**src/rtl/slk_pkg.sv**
```systemverilog
package slk_pkg;
  // Default geometry of the word-organized array (top-boot layout).
  parameter int unsigned DEF_ADDR_W      = 19;
  parameter int unsigned DEF_BIG_CNT     = 15;
  parameter int unsigned DEF_BIG_SHIFT   = 15;
  parameter int unsigned DEF_SMALL_CNT   = 8;
  parameter int unsigned DEF_SMALL_SHIFT = 12;
  parameter int unsigned DEF_STATUS_OFS  = 2;
  parameter int unsigned DEF_DATA_W      = 16;

  // Index of each address-mapping lane in the top module.
  typedef enum int unsigned {
    LANE_LOCK  = 0,
    LANE_CHECK = 1,
    LANE_IDRD  = 2
  } map_lane_e;

  localparam int unsigned LANE_CNT = 3;
endpackage

```
**src/rtl/slk_sector_map.sv**
```systemverilog
module slk_sector_map #(
  parameter int unsigned ADDR_W      = 19,
  parameter int unsigned BIG_CNT     = 15,
  parameter int unsigned BIG_SHIFT   = 15,
  parameter int unsigned SMALL_SHIFT = 12,
  parameter int unsigned IDX_W       = 5
) (
  input  logic [ADDR_W-1:0] addr,
  output logic [IDX_W-1:0]  idx
);
  localparam logic [ADDR_W:0] BIG_END = (ADDR_W+1)'(BIG_CNT) << BIG_SHIFT;

  logic [ADDR_W:0] ext;
  logic [ADDR_W:0] rel;

  always_comb begin
    ext = {1'b0, addr};
    rel = ext - BIG_END;
    if (ext < BIG_END) begin
      idx = IDX_W'(ext >> BIG_SHIFT);
    end else begin
      idx = IDX_W'(BIG_CNT) + IDX_W'(rel >> SMALL_SHIFT);
    end
  end
endmodule

```
**src/rtl/slk_status_locate.sv**
```systemverilog
module slk_status_locate #(
  parameter int unsigned ADDR_W      = 19,
  parameter int unsigned BIG_CNT     = 15,
  parameter int unsigned BIG_SHIFT   = 15,
  parameter int unsigned SMALL_SHIFT = 12,
  parameter int unsigned STATUS_OFS  = 2
) (
  input  logic [ADDR_W-1:0] addr,
  output logic              at_status
);
  localparam logic [ADDR_W:0]   BIG_END    = (ADDR_W+1)'(BIG_CNT) << BIG_SHIFT;
  localparam logic [ADDR_W-1:0] BIG_MASK   = ADDR_W'((64'd1 << BIG_SHIFT) - 64'd1);
  localparam logic [ADDR_W-1:0] SMALL_MASK = ADDR_W'((64'd1 << SMALL_SHIFT) - 64'd1);
  localparam logic [ADDR_W-1:0] OFS        = ADDR_W'(STATUS_OFS);

  always_comb begin
    if ({1'b0, addr} < BIG_END) begin
      at_status = (addr & BIG_MASK) == OFS;
    end else begin
      at_status = (addr & SMALL_MASK) == OFS;
    end
  end
endmodule

```
**src/rtl/slk_lock_bank.sv**
```systemverilog
module slk_lock_bank #(
  parameter int unsigned SECT_CNT = 23,
  parameter int unsigned IDX_W    = 5
) (
  input  logic                clk,
  input  logic                rst,
  input  logic                set_en,
  input  logic [IDX_W-1:0]    set_idx,
  output logic [SECT_CNT-1:0] lock_bits
);
  for (genvar g = 0; g < SECT_CNT; g++) begin : g_bit
    always_ff @(posedge clk) begin
      if (rst) begin
        lock_bits[g] <= 1'b0;
      end else if (set_en && (set_idx == IDX_W'(g))) begin
        lock_bits[g] <= 1'b1;
      end
    end

    // a set flag is never cleared outside reset
    p_lock_sticky_r6: assert property (@(posedge clk) disable iff (rst)
      lock_bits[g] |=> lock_bits[g]);
  end

  // the cycle after reset releases, no sector is locked
  p_reset_clears_r10: assert property (@(posedge clk) disable iff (rst)
    $fell(rst) |-> (lock_bits == '0));
endmodule

```
**src/rtl/slk_status_fmt.sv**
```systemverilog
module slk_status_fmt #(
  parameter int unsigned SECT_CNT = 23,
  parameter int unsigned IDX_W    = 5,
  parameter int unsigned DATA_W   = 16
) (
  input  logic                clk,
  input  logic                rst,
  input  logic [SECT_CNT-1:0] lock_bits,
  input  logic                chk_req,
  input  logic [IDX_W-1:0]    chk_idx,
  input  logic                rd_req,
  input  logic [IDX_W-1:0]    rd_idx,
  input  logic                rd_at_status,
  output logic                chk_valid,
  output logic                chk_allow,
  output logic                chk_refused,
  output logic                rd_valid,
  output logic                rd_hit,
  output logic [DATA_W-1:0]   rd_data
);
  logic chk_locked;
  logic rd_locked;

  always_comb begin
    chk_locked = lock_bits[chk_idx];
    rd_locked  = lock_bits[rd_idx];
  end

  always_ff @(posedge clk) begin
    if (rst) begin
      chk_valid   <= 1'b0;
      chk_allow   <= 1'b0;
      chk_refused <= 1'b0;
    end else begin
      chk_valid   <= chk_req;
      chk_allow   <= chk_req & ~chk_locked;
      chk_refused <= chk_req &  chk_locked;
    end
  end

  always_ff @(posedge clk) begin
    if (rst) begin
      rd_valid <= 1'b0;
      rd_hit   <= 1'b0;
      rd_data  <= '0;
    end else begin
      rd_valid <= rd_req;
      rd_hit   <= rd_req & rd_at_status;
      rd_data  <= DATA_W'(rd_req & rd_at_status & rd_locked);
    end
  end

  // a check answers in the next cycle with exactly one verdict
  p_chk_latency_r5: assert property (@(posedge clk) disable iff (rst)
    chk_req |=> (chk_valid && (chk_allow != chk_refused)));

  // a refusal requires that some sector was locked
  p_refuse_needs_lock_r5: assert property (@(posedge clk) disable iff (rst)
    chk_refused |-> $past(|lock_bits));

  // an identification read answers in the next cycle
  p_id_latency_r7: assert property (@(posedge clk) disable iff (rst)
    rd_req |=> rd_valid);

  // a read away from the status offset returns all zeros
  p_miss_zero_r8: assert property (@(posedge clk) disable iff (rst)
    (rd_valid && !rd_hit) |-> (rd_data == '0));
endmodule

```
**src/rtl/sector_lock_tracker.sv**
```systemverilog
module sector_lock_tracker
  import slk_pkg::*;
#(
  parameter int unsigned ADDR_W      = DEF_ADDR_W,
  parameter int unsigned BIG_CNT     = DEF_BIG_CNT,
  parameter int unsigned BIG_SHIFT   = DEF_BIG_SHIFT,
  parameter int unsigned SMALL_CNT   = DEF_SMALL_CNT,
  parameter int unsigned SMALL_SHIFT = DEF_SMALL_SHIFT,
  parameter int unsigned STATUS_OFS  = DEF_STATUS_OFS,
  parameter int unsigned DATA_W      = DEF_DATA_W
) (
  input  logic              clk,
  input  logic              rst,
  input  logic              lock_req,
  input  logic [ADDR_W-1:0] lock_addr,
  input  logic              chk_req,
  input  logic [ADDR_W-1:0] chk_addr,
  output logic              chk_valid,
  output logic              chk_allow,
  output logic              chk_refused,
  input  logic              id_rd_req,
  input  logic [ADDR_W-1:0] id_rd_addr,
  output logic              id_rd_valid,
  output logic              id_rd_hit,
  output logic [DATA_W-1:0] id_rd_data
);
  localparam int unsigned SECT_CNT = BIG_CNT + SMALL_CNT;
  localparam int unsigned IDX_W    = $clog2(SECT_CNT);

  logic [ADDR_W-1:0]   lane_addr [LANE_CNT];
  logic [IDX_W-1:0]    lane_idx  [LANE_CNT];
  logic                id_at_status;
  logic [SECT_CNT-1:0] lock_bits;

  always_comb begin
    lane_addr[LANE_LOCK]  = lock_addr;
    lane_addr[LANE_CHECK] = chk_addr;
    lane_addr[LANE_IDRD]  = id_rd_addr;
  end

  for (genvar l = 0; l < LANE_CNT; l++) begin : g_lane
    slk_sector_map #(
      .ADDR_W      (ADDR_W),
      .BIG_CNT     (BIG_CNT),
      .BIG_SHIFT   (BIG_SHIFT),
      .SMALL_SHIFT (SMALL_SHIFT),
      .IDX_W       (IDX_W)
    ) u_map (
      .addr (lane_addr[l]),
      .idx  (lane_idx[l])
    );
  end

  slk_status_locate #(
    .ADDR_W      (ADDR_W),
    .BIG_CNT     (BIG_CNT),
    .BIG_SHIFT   (BIG_SHIFT),
    .SMALL_SHIFT (SMALL_SHIFT),
    .STATUS_OFS  (STATUS_OFS)
  ) u_locate (
    .addr      (id_rd_addr),
    .at_status (id_at_status)
  );

  slk_lock_bank #(
    .SECT_CNT (SECT_CNT),
    .IDX_W    (IDX_W)
  ) u_bank (
    .clk       (clk),
    .rst       (rst),
    .set_en    (lock_req),
    .set_idx   (lane_idx[LANE_LOCK]),
    .lock_bits (lock_bits)
  );

  slk_status_fmt #(
    .SECT_CNT (SECT_CNT),
    .IDX_W    (IDX_W),
    .DATA_W   (DATA_W)
  ) u_fmt (
    .clk          (clk),
    .rst          (rst),
    .lock_bits    (lock_bits),
    .chk_req      (chk_req),
    .chk_idx      (lane_idx[LANE_CHECK]),
    .rd_req       (id_rd_req),
    .rd_idx       (lane_idx[LANE_IDRD]),
    .rd_at_status (id_at_status),
    .chk_valid    (chk_valid),
    .chk_allow    (chk_allow),
    .chk_refused  (chk_refused),
    .rd_valid     (id_rd_valid),
    .rd_hit       (id_rd_hit),
    .rd_data      (id_rd_data)
  );

  // a lock request makes that sector's check refuse in the next cycle
  p_lock_then_refuse_r4: assert property (@(posedge clk) disable iff (rst)
    (lock_req && chk_req && $past(lock_req) && (chk_addr == $past(lock_addr)))
      |=> chk_refused);
endmodule

```
**config.mk**
```make
export PLATFORM = sky130hd
export DESIGN_NAME = sector_lock_tracker
export DESIGN_NICKNAME = d
export VERILOG_FILES = /design/src/rtl/slk_pkg.sv /design/src/rtl/slk_sector_map.sv /design/src/rtl/slk_status_locate.sv /design/src/rtl/slk_lock_bank.sv /design/src/rtl/slk_status_fmt.sv /design/src/rtl/sector_lock_tracker.sv
export SDC_FILE = /design/constraint.sdc
export NUM_CORES = 1
export LEC_CHECK = 0
export ABC_AREA = 1
export ABC_CLOCK_PERIOD_IN_PS = 1800
export BUFFER_PORTS_ARGS = -buffer_cell sky130_fd_sc_hd__buf_2
export CORE_MARGIN = 2
export CORE_UTILIZATION = 35
export DETAILED_ROUTE_END_ITERATION = 8
export SLEW_MARGIN = 20
export SYNTH_ARGS = -nofsm -noshare
export SYNTH_HDL_FRONTEND = slang
export SYNTH_SLANG_ARGS = --single-unit
```
**constraint.sdc**
```tcl
create_clock -name clk -period 1.8 [get_ports clk]
set_input_delay 0.36 -clock clk [delete_from_list [all_inputs] [get_ports clk]]
set_output_delay 0.36 -clock clk [all_outputs]
set_load 0.01 [all_outputs]
```
# Word-level counts from Yosys, hierarchy flattened
# Index checks and enable logic that the tools add are counted.
[totals] regBits=44 latchBits=0 mem_bits_rw=0 romBits=0 in_bits=62 output_inout_bits=21 elab_cells=102 memories=0
[op_classes] add_sub_neg=6 n_mul=0 n_div=0 magnitude_cmp=5 eq_ne=24 n_shift=0 mux=8 n_bitwise=6 n_reduce_logical=24
[op_table] cell="less-than comparator 19 bit, second input constant" n=3
[op_table] cell="subtractor 17 bit, second input constant" n=3
[op_table] cell="equality test 5 x 4 -> 1 bit, second input constant" n=8
[op_table] cell="equality test 5 bit, second input constant" n=7
[op_table] cell="logical AND 1 bit" n=23
[op_table] cell="equality test 5 x 3 -> 1 bit, second input constant" n=4
[op_table] cell="AND 16 x 1 -> 16 bit" n=1
[op_table] cell="adder 4 x 5 -> 5 bit, first input constant" n=3
[op_table] cell="equality test 15 x 2 -> 1 bit, second input constant" n=1
[op_table] cell="2-to-1 mux 5 bit" n=3
[op_table] cell="equality test 12 x 2 -> 1 bit, second input constant" n=1
[op_table] cell="less-than comparator 5 x 6 -> 1 bit, second input constant" n=2
[op_table] cell="binary-select mux 1 bit (select 5 bit)" n=2
[op_table] cell="equality test 5 x 2 -> 1 bit, second input constant" n=2
[op_table] cell="equality test 5 x 1 -> 1 bit, second input constant" n=1
[op_table] cell="logical NOT 5 bit" n=1
[op_table] cell="AND 1 bit" n=4
[op_table] cell="2-to-1 mux 1 bit" n=3
[op_table] cell="NOT 1 bit" n=1

# Logic depth before layout (Yosys ltp)
[logic_depth] depth_word=7 depth_mapped=16 depth_no_buf=16

# Modules after synthesis
# A second synthesis with hierarchy kept.
[unflattened] hier_cells=376 hier_area_um2=2248.4
[modules_own_cells] mod="slk_lock_bank" instances=1 cells_per_inst=113 area_each_um2=897.1
[modules_own_cells] mod="slk_status_fmt" instances=1 cells_per_inst=159 area_each_um2=842.1
[modules_own_cells] mod="slk_sector_map" instances=3 cells_per_inst=27 area_each_um2=137.6
[modules_own_cells] mod="slk_status_locate" instances=1 cells_per_inst=23 area_each_um2=96.3

# Worst setup path after synthesis
# OpenSTA, ideal clock, no wires.
[synth_timing] kind="input to register" from="in id_rd_addr[15]" to="reg u_fmt.rd_data[0]" setup_time_ns=0.112 t_arrival_ns=1.474 required_ns=1.688 path_slack_ns=0.215 cell_stages=14 path_buffers=1 cell_sequence="ha_1 -> nand3_4 -> clkinv_4 -> nand2_4 -> nand2_4 -> buf_6 -> nand2_1 -> nand3_1 -> nand3_1 -> nand2_1 -> nand2_1 -> nand2_1 -> nor2_1 -> nor2_1"
[synth_via] elab_chain_cells=6
[synth_rtl] element="start: declaration" line_no="sector_lock_tracker.sv:22" rtl="input logic [ADDR_W-1:0] id_rd_addr,"
[synth_rtl] element="subtractor 17 bit" line_no="slk_sector_map.sv:18" rtl="rel = ext - BIG_END;"
[synth_rtl] element="adder 4 x 5 -> 5 bit" line_no="slk_sector_map.sv:22" rtl="idx = IDX_W'(BIG_CNT) + IDX_W'(rel >> SMALL_SHIFT);"
[synth_rtl] element="2-to-1 mux 5 bit" line_no="slk_sector_map.sv:19" rtl="if (ext < BIG_END) begin"
[synth_rtl] element="binary-select mux 1 bit (select 5 bit)" line_no="slk_status_fmt.sv:26" rtl="rd_locked = lock_bits[rd_idx];"
[synth_rtl] element="2-to-1 mux 1 bit (implied by the code)" line_no="slk_status_fmt.sv:26"
[synth_rtl] element="AND 16 x 1 -> 16 bit *" line_no="slk_status_fmt.sv:49" rtl="rd_data <= DATA_W'(rd_req & rd_at_status & rd_locked);"
[synth_rtl] element="end signal: assignment" line_no="slk_status_fmt.sv:49"
[synth_rtl] element="end: declaration" line_no="slk_status_fmt.sv:19" rtl="output logic [DATA_W-1:0] rd_data"
# Every way passes the cells marked *; elsewhere a longest branch is shown, timed or not. The select of a mux whose other input is x is not followed.
# A chain may end at the register's enable or synchronous reset.

# Worst setup path in the final report
[layout_timing] from="in lock_addr[13]" to="reg u_bank.lock_bits[4]"
[layout_via] elab_chain_cells=5
[layout_rtl] element="start: declaration" line_no="sector_lock_tracker.sv:15" rtl="input logic [ADDR_W-1:0] lock_addr,"
[layout_rtl] element="subtractor 17 bit" line_no="slk_sector_map.sv:18"
[layout_rtl] element="adder 4 x 5 -> 5 bit" line_no="slk_sector_map.sv:22"
[layout_rtl] element="2-to-1 mux 5 bit *" line_no="slk_sector_map.sv:19"
[layout_rtl] element="equality test 5 x 3 -> 1 bit *" line_no="slk_lock_bank.sv:15" rtl="end else if (set_en && (set_idx == IDX_W'(g))) begin"
[layout_rtl] element="logical AND 1 bit *" line_no="slk_lock_bank.sv:15"
[layout_rtl] element="end signal: indexed assignment" line_no="slk_lock_bank.sv:14" rtl="lock_bits[g] <= 1'b0;"
[layout_rtl] element="end signal: indexed assignment" line_no="slk_lock_bank.sv:16" rtl="lock_bits[g] <= 1'b1;"
[layout_rtl] element="end: declaration" line_no="slk_lock_bank.sv:9" rtl="output logic [SECT_CNT-1:0] lock_bits"
# Every way passes the cells marked *; elsewhere a longest branch is shown, timed or not.

==> impl_metrics.tcl <==
set metrics [dict create \
    grt_pass1_wl_um 8730 \
    yosys.area.top_type "dfxtp_1" \
    grt_overflow 0 \
    p_leak_nw 1.37 \
    final_common_cell "nand2_1" \
    insertion_delay_ns 0.28 \
    coreArea_mm2 0.00596 \
    postCtsHoldBufs 0 \
    synth_top_family_by_area "simple AND/OR/NAND/NOR gates" \
    skew_ns 0.00709 \
    cts_buffers 5 \
    synth_compound_area_share_pct 9.04 \
    routed_wl_um 5570 \
    synth.area.mux_share_pct 0 \
    cpPeakStageDelay_ns 0.35 \
    ff_latch_area_um2 581 \
    fin_hold_ws_ns 0.305 \
    cellPowerDensity_mw_per_mm2 614 \
    criticalPathCategory "input port to flip-flop" \
    synth-simple-area-share_pct 43.6 \
    setup_viol 0 \
    synthAdderAreaFrac_pct 3.48 \
    crit_path_end_kind "flip-flop" \
    die_h_um 82.6 \
    yosysWarningCount 0 \
    drtAntennaViolNets 0 \
    synth_cell_types 28 \
    grt_pass1_vias 1987 \
    mostFrequentLayoutCells "nand2_1, inv_1, nand3_1" \
    syn_inst 354 \
    period_needed_ns 1.57 \
    hold_class "input port to flip-flop" \
    period_share_pct 87.2 \
    combinationalPowerShare_pct 24.0 \
    drt_iter0_drc 103 \
    p_int_mw 1.16 \
    clockRootBuffer "clkbuf_8" \
    maxCapViolations 0 \
    cts_tree "done" \
    gr-usage-all-layers_pct 16.7 \
    portBuffers 43 \
    switching_share_pct 30.0 \
    cp-start-kind "input port" \
    synth-seq-cells 29 \
    die_area_mm2 0.00681 \
    htree_levels 2 \
    die_x_um 82.6 \
    nets 494 \
    synth_edf_count 0 \
    area_growth_pct 25.1 \
    gp_congestion 0.829 \
    clock_power_share_pct 36.1 \
    critPathArrivalTime_ns 1.71 \
    rsz0062_at_grt "false" \
    synth_xor_area_share_pct 0.811 \
    netlist_top_cells_area "dfxtp_1, nand2_1, nand3_1" \
    status "complete, no violations" \
    antenna_found_initial 0 \
    drive_above_1_share_pct 22.7 \
    ioPinCount 83 \
    wire_per_inst_um 11.1 \
    fillers 656 \
    max_freq_ghz 0.637 \
    cp_max_fo 4 \
    final_max_slew_viol_count 0 \
    synth_top_area_share_pct 26.9 \
    clockBufferDepth 2 \
    post-dp-hpwl_um 4420 \
    r2r_start "u_bank.lock_bits[16]" \
    path_clk_slew_ns 0.06 \
    drc 0 \
    avgSynthCellArea_um2 6.10 \
    vias 2337 \
    multi_input_area_mm2 0.00128 \
    p_sw_uw 498 \
    cpMostUsedCell "nand2_1" \
    critPathRequiredTime_ns 1.94 \
    p_seq_share_pct 39.9 \
    syn_area_mm2 0.00216 \
    grt_max_degree 26 \
    hold_viol 0 \
    synthArstFlopShare_pct 0 \
    drt_pass1_iterations 4 \
    setup_tns_ns 0 \
    peakVddDrop_mv 0.327 \
    path_cells "buf_2 -> inv_1 -> ha_1 -> nand3_1 -> nand2_1 -> nand2_1 -> o21ai_0 -> nor2_1 -> buf_4 -> nand2_1 -> a21oi_1" \
    cpMaxStageDelayCell "o21ai_0" \
    rows 28 \
    start_util_pct 36.3 \
    n_antenna_cell 0 \
    ys_seq_area_share_pct 26.9 \
    cts.sinks 29 \
    cts_resized 0 \
    cts_setup_buffers 0 \
    synthFlopType "dfxtp_1" \
    hp-start "id_rd_req" \
    critPathLaunch "lock_addr[13]" \
    via_per_inst 4.66 \
]
==> area by class of cell <==
type,count,area share [%]
Clock buffer,7,3.56
Clock inverter,1,0.185
Timing Repair Buffer,70,15.9
Tap cell,75,3.47
Multi-Input combinational cell,265,47.5
Sequential cell,29,21.5
Inverter,55,7.82
==> through the flow <==
| stage | instance area [um2] | setup slack, ns | cells | utilization [%] | power [mW] |
|---|---|---|---|---|---|
| after detailed placement | 2600 | -0.0809 | 494 | 43.7 | 1.07 |
| final | 2700 | 0.231 | 502 | 45.4 | 1.66 |
| after floorplan | 2210 | 0.215 | 368 | - | 0.937 |
| after global routing | 2700 | 0.0174 | 502 | 45.4 | 1.75 |
| after global placement | 2600 | -0.0322 | 494 | 43.7 | 1.07 |
| after CTS | 2700 | 0.212 | 502 | 45.4 | 1.67 |
==> cell usage after synthesis (all sizes together), types with 3 or more instances <==
| master | instances |
|---|---|
| nand2 | 112 |
| inv | 54 |
| nand3 | 54 |
| dfxtp | 29 |
| nor2 | 27 |
| a21oi | 26 |
| buf | 16 |
| o21ai | 10 |
| nand4 | 7 |
| ha | 6 |
| clkbuf | 3 |
| nor4 | 3 |
==> state kept, by name, summed over array words and instances, names as in the netlist <==
name,cells
u_bank.lock_bits,23
u_fmt.chk_allow,1
u_fmt.chk_refused,1
u_fmt.chk_valid,1
u_fmt.rd_data,1
u_fmt.rd_hit,1
u_fmt.rd_valid,1
==> power groups by stage <==
stage | Clock (mW) | Sequential (mW) | Combinational [mW]
6_report | 0.599 | 0.662 | 0.399
5_1_grt | 0.640 | 0.663 | 0.453
4_1_cts | 0.613 | 0.662 | 0.399
3_5_place_dp | 0 | 0.676 | 0.398
3_3_place_gp | 0 | 0.676 | 0.393
2_1_floorplan | 0 | 0.678 | 0.259
==> routing by layer <==
layer / share of wire, % / vias to the layer above / global-route usage, %
li1: - / 1238 / -
met1: 45 / 1013 / 21.0
met2: 46 / 78 / 29.2
met3: 8.2 / 8 / 3.59
met4: 0.70 / 0 / 3.77
met5: 0 / - / 0
==> critical path: cells and delay by family <==
kind	cells	cell delay, ns
compound gates	2	0.42
simple gates	5	0.40
buf+inv	3	0.34
fa+ha+maj	1	0.18
==> cell families after synthesis <==
group,count (synthesis)
adder cells (fa/ha/maj),6
XOR/XNOR,2
buffers and inverters,74
other,1
AO/OA/AOI/OAI,37
flip-flops,29
AND/OR/NAND/NOR,205
==> final timing paths <==
path / endpoint / slack [ns] / cells past startpoint
max: u_bank.lock_bits[4] / 0.23 / 11
min: u_fmt.rd_valid / 0.30 / 3
max reg2reg: u_fmt.chk_refused / 0.69 / 10
min reg2reg: u_bank.lock_bits[1] / 0.47 / 2
Power figures use the tool's default switching activity.
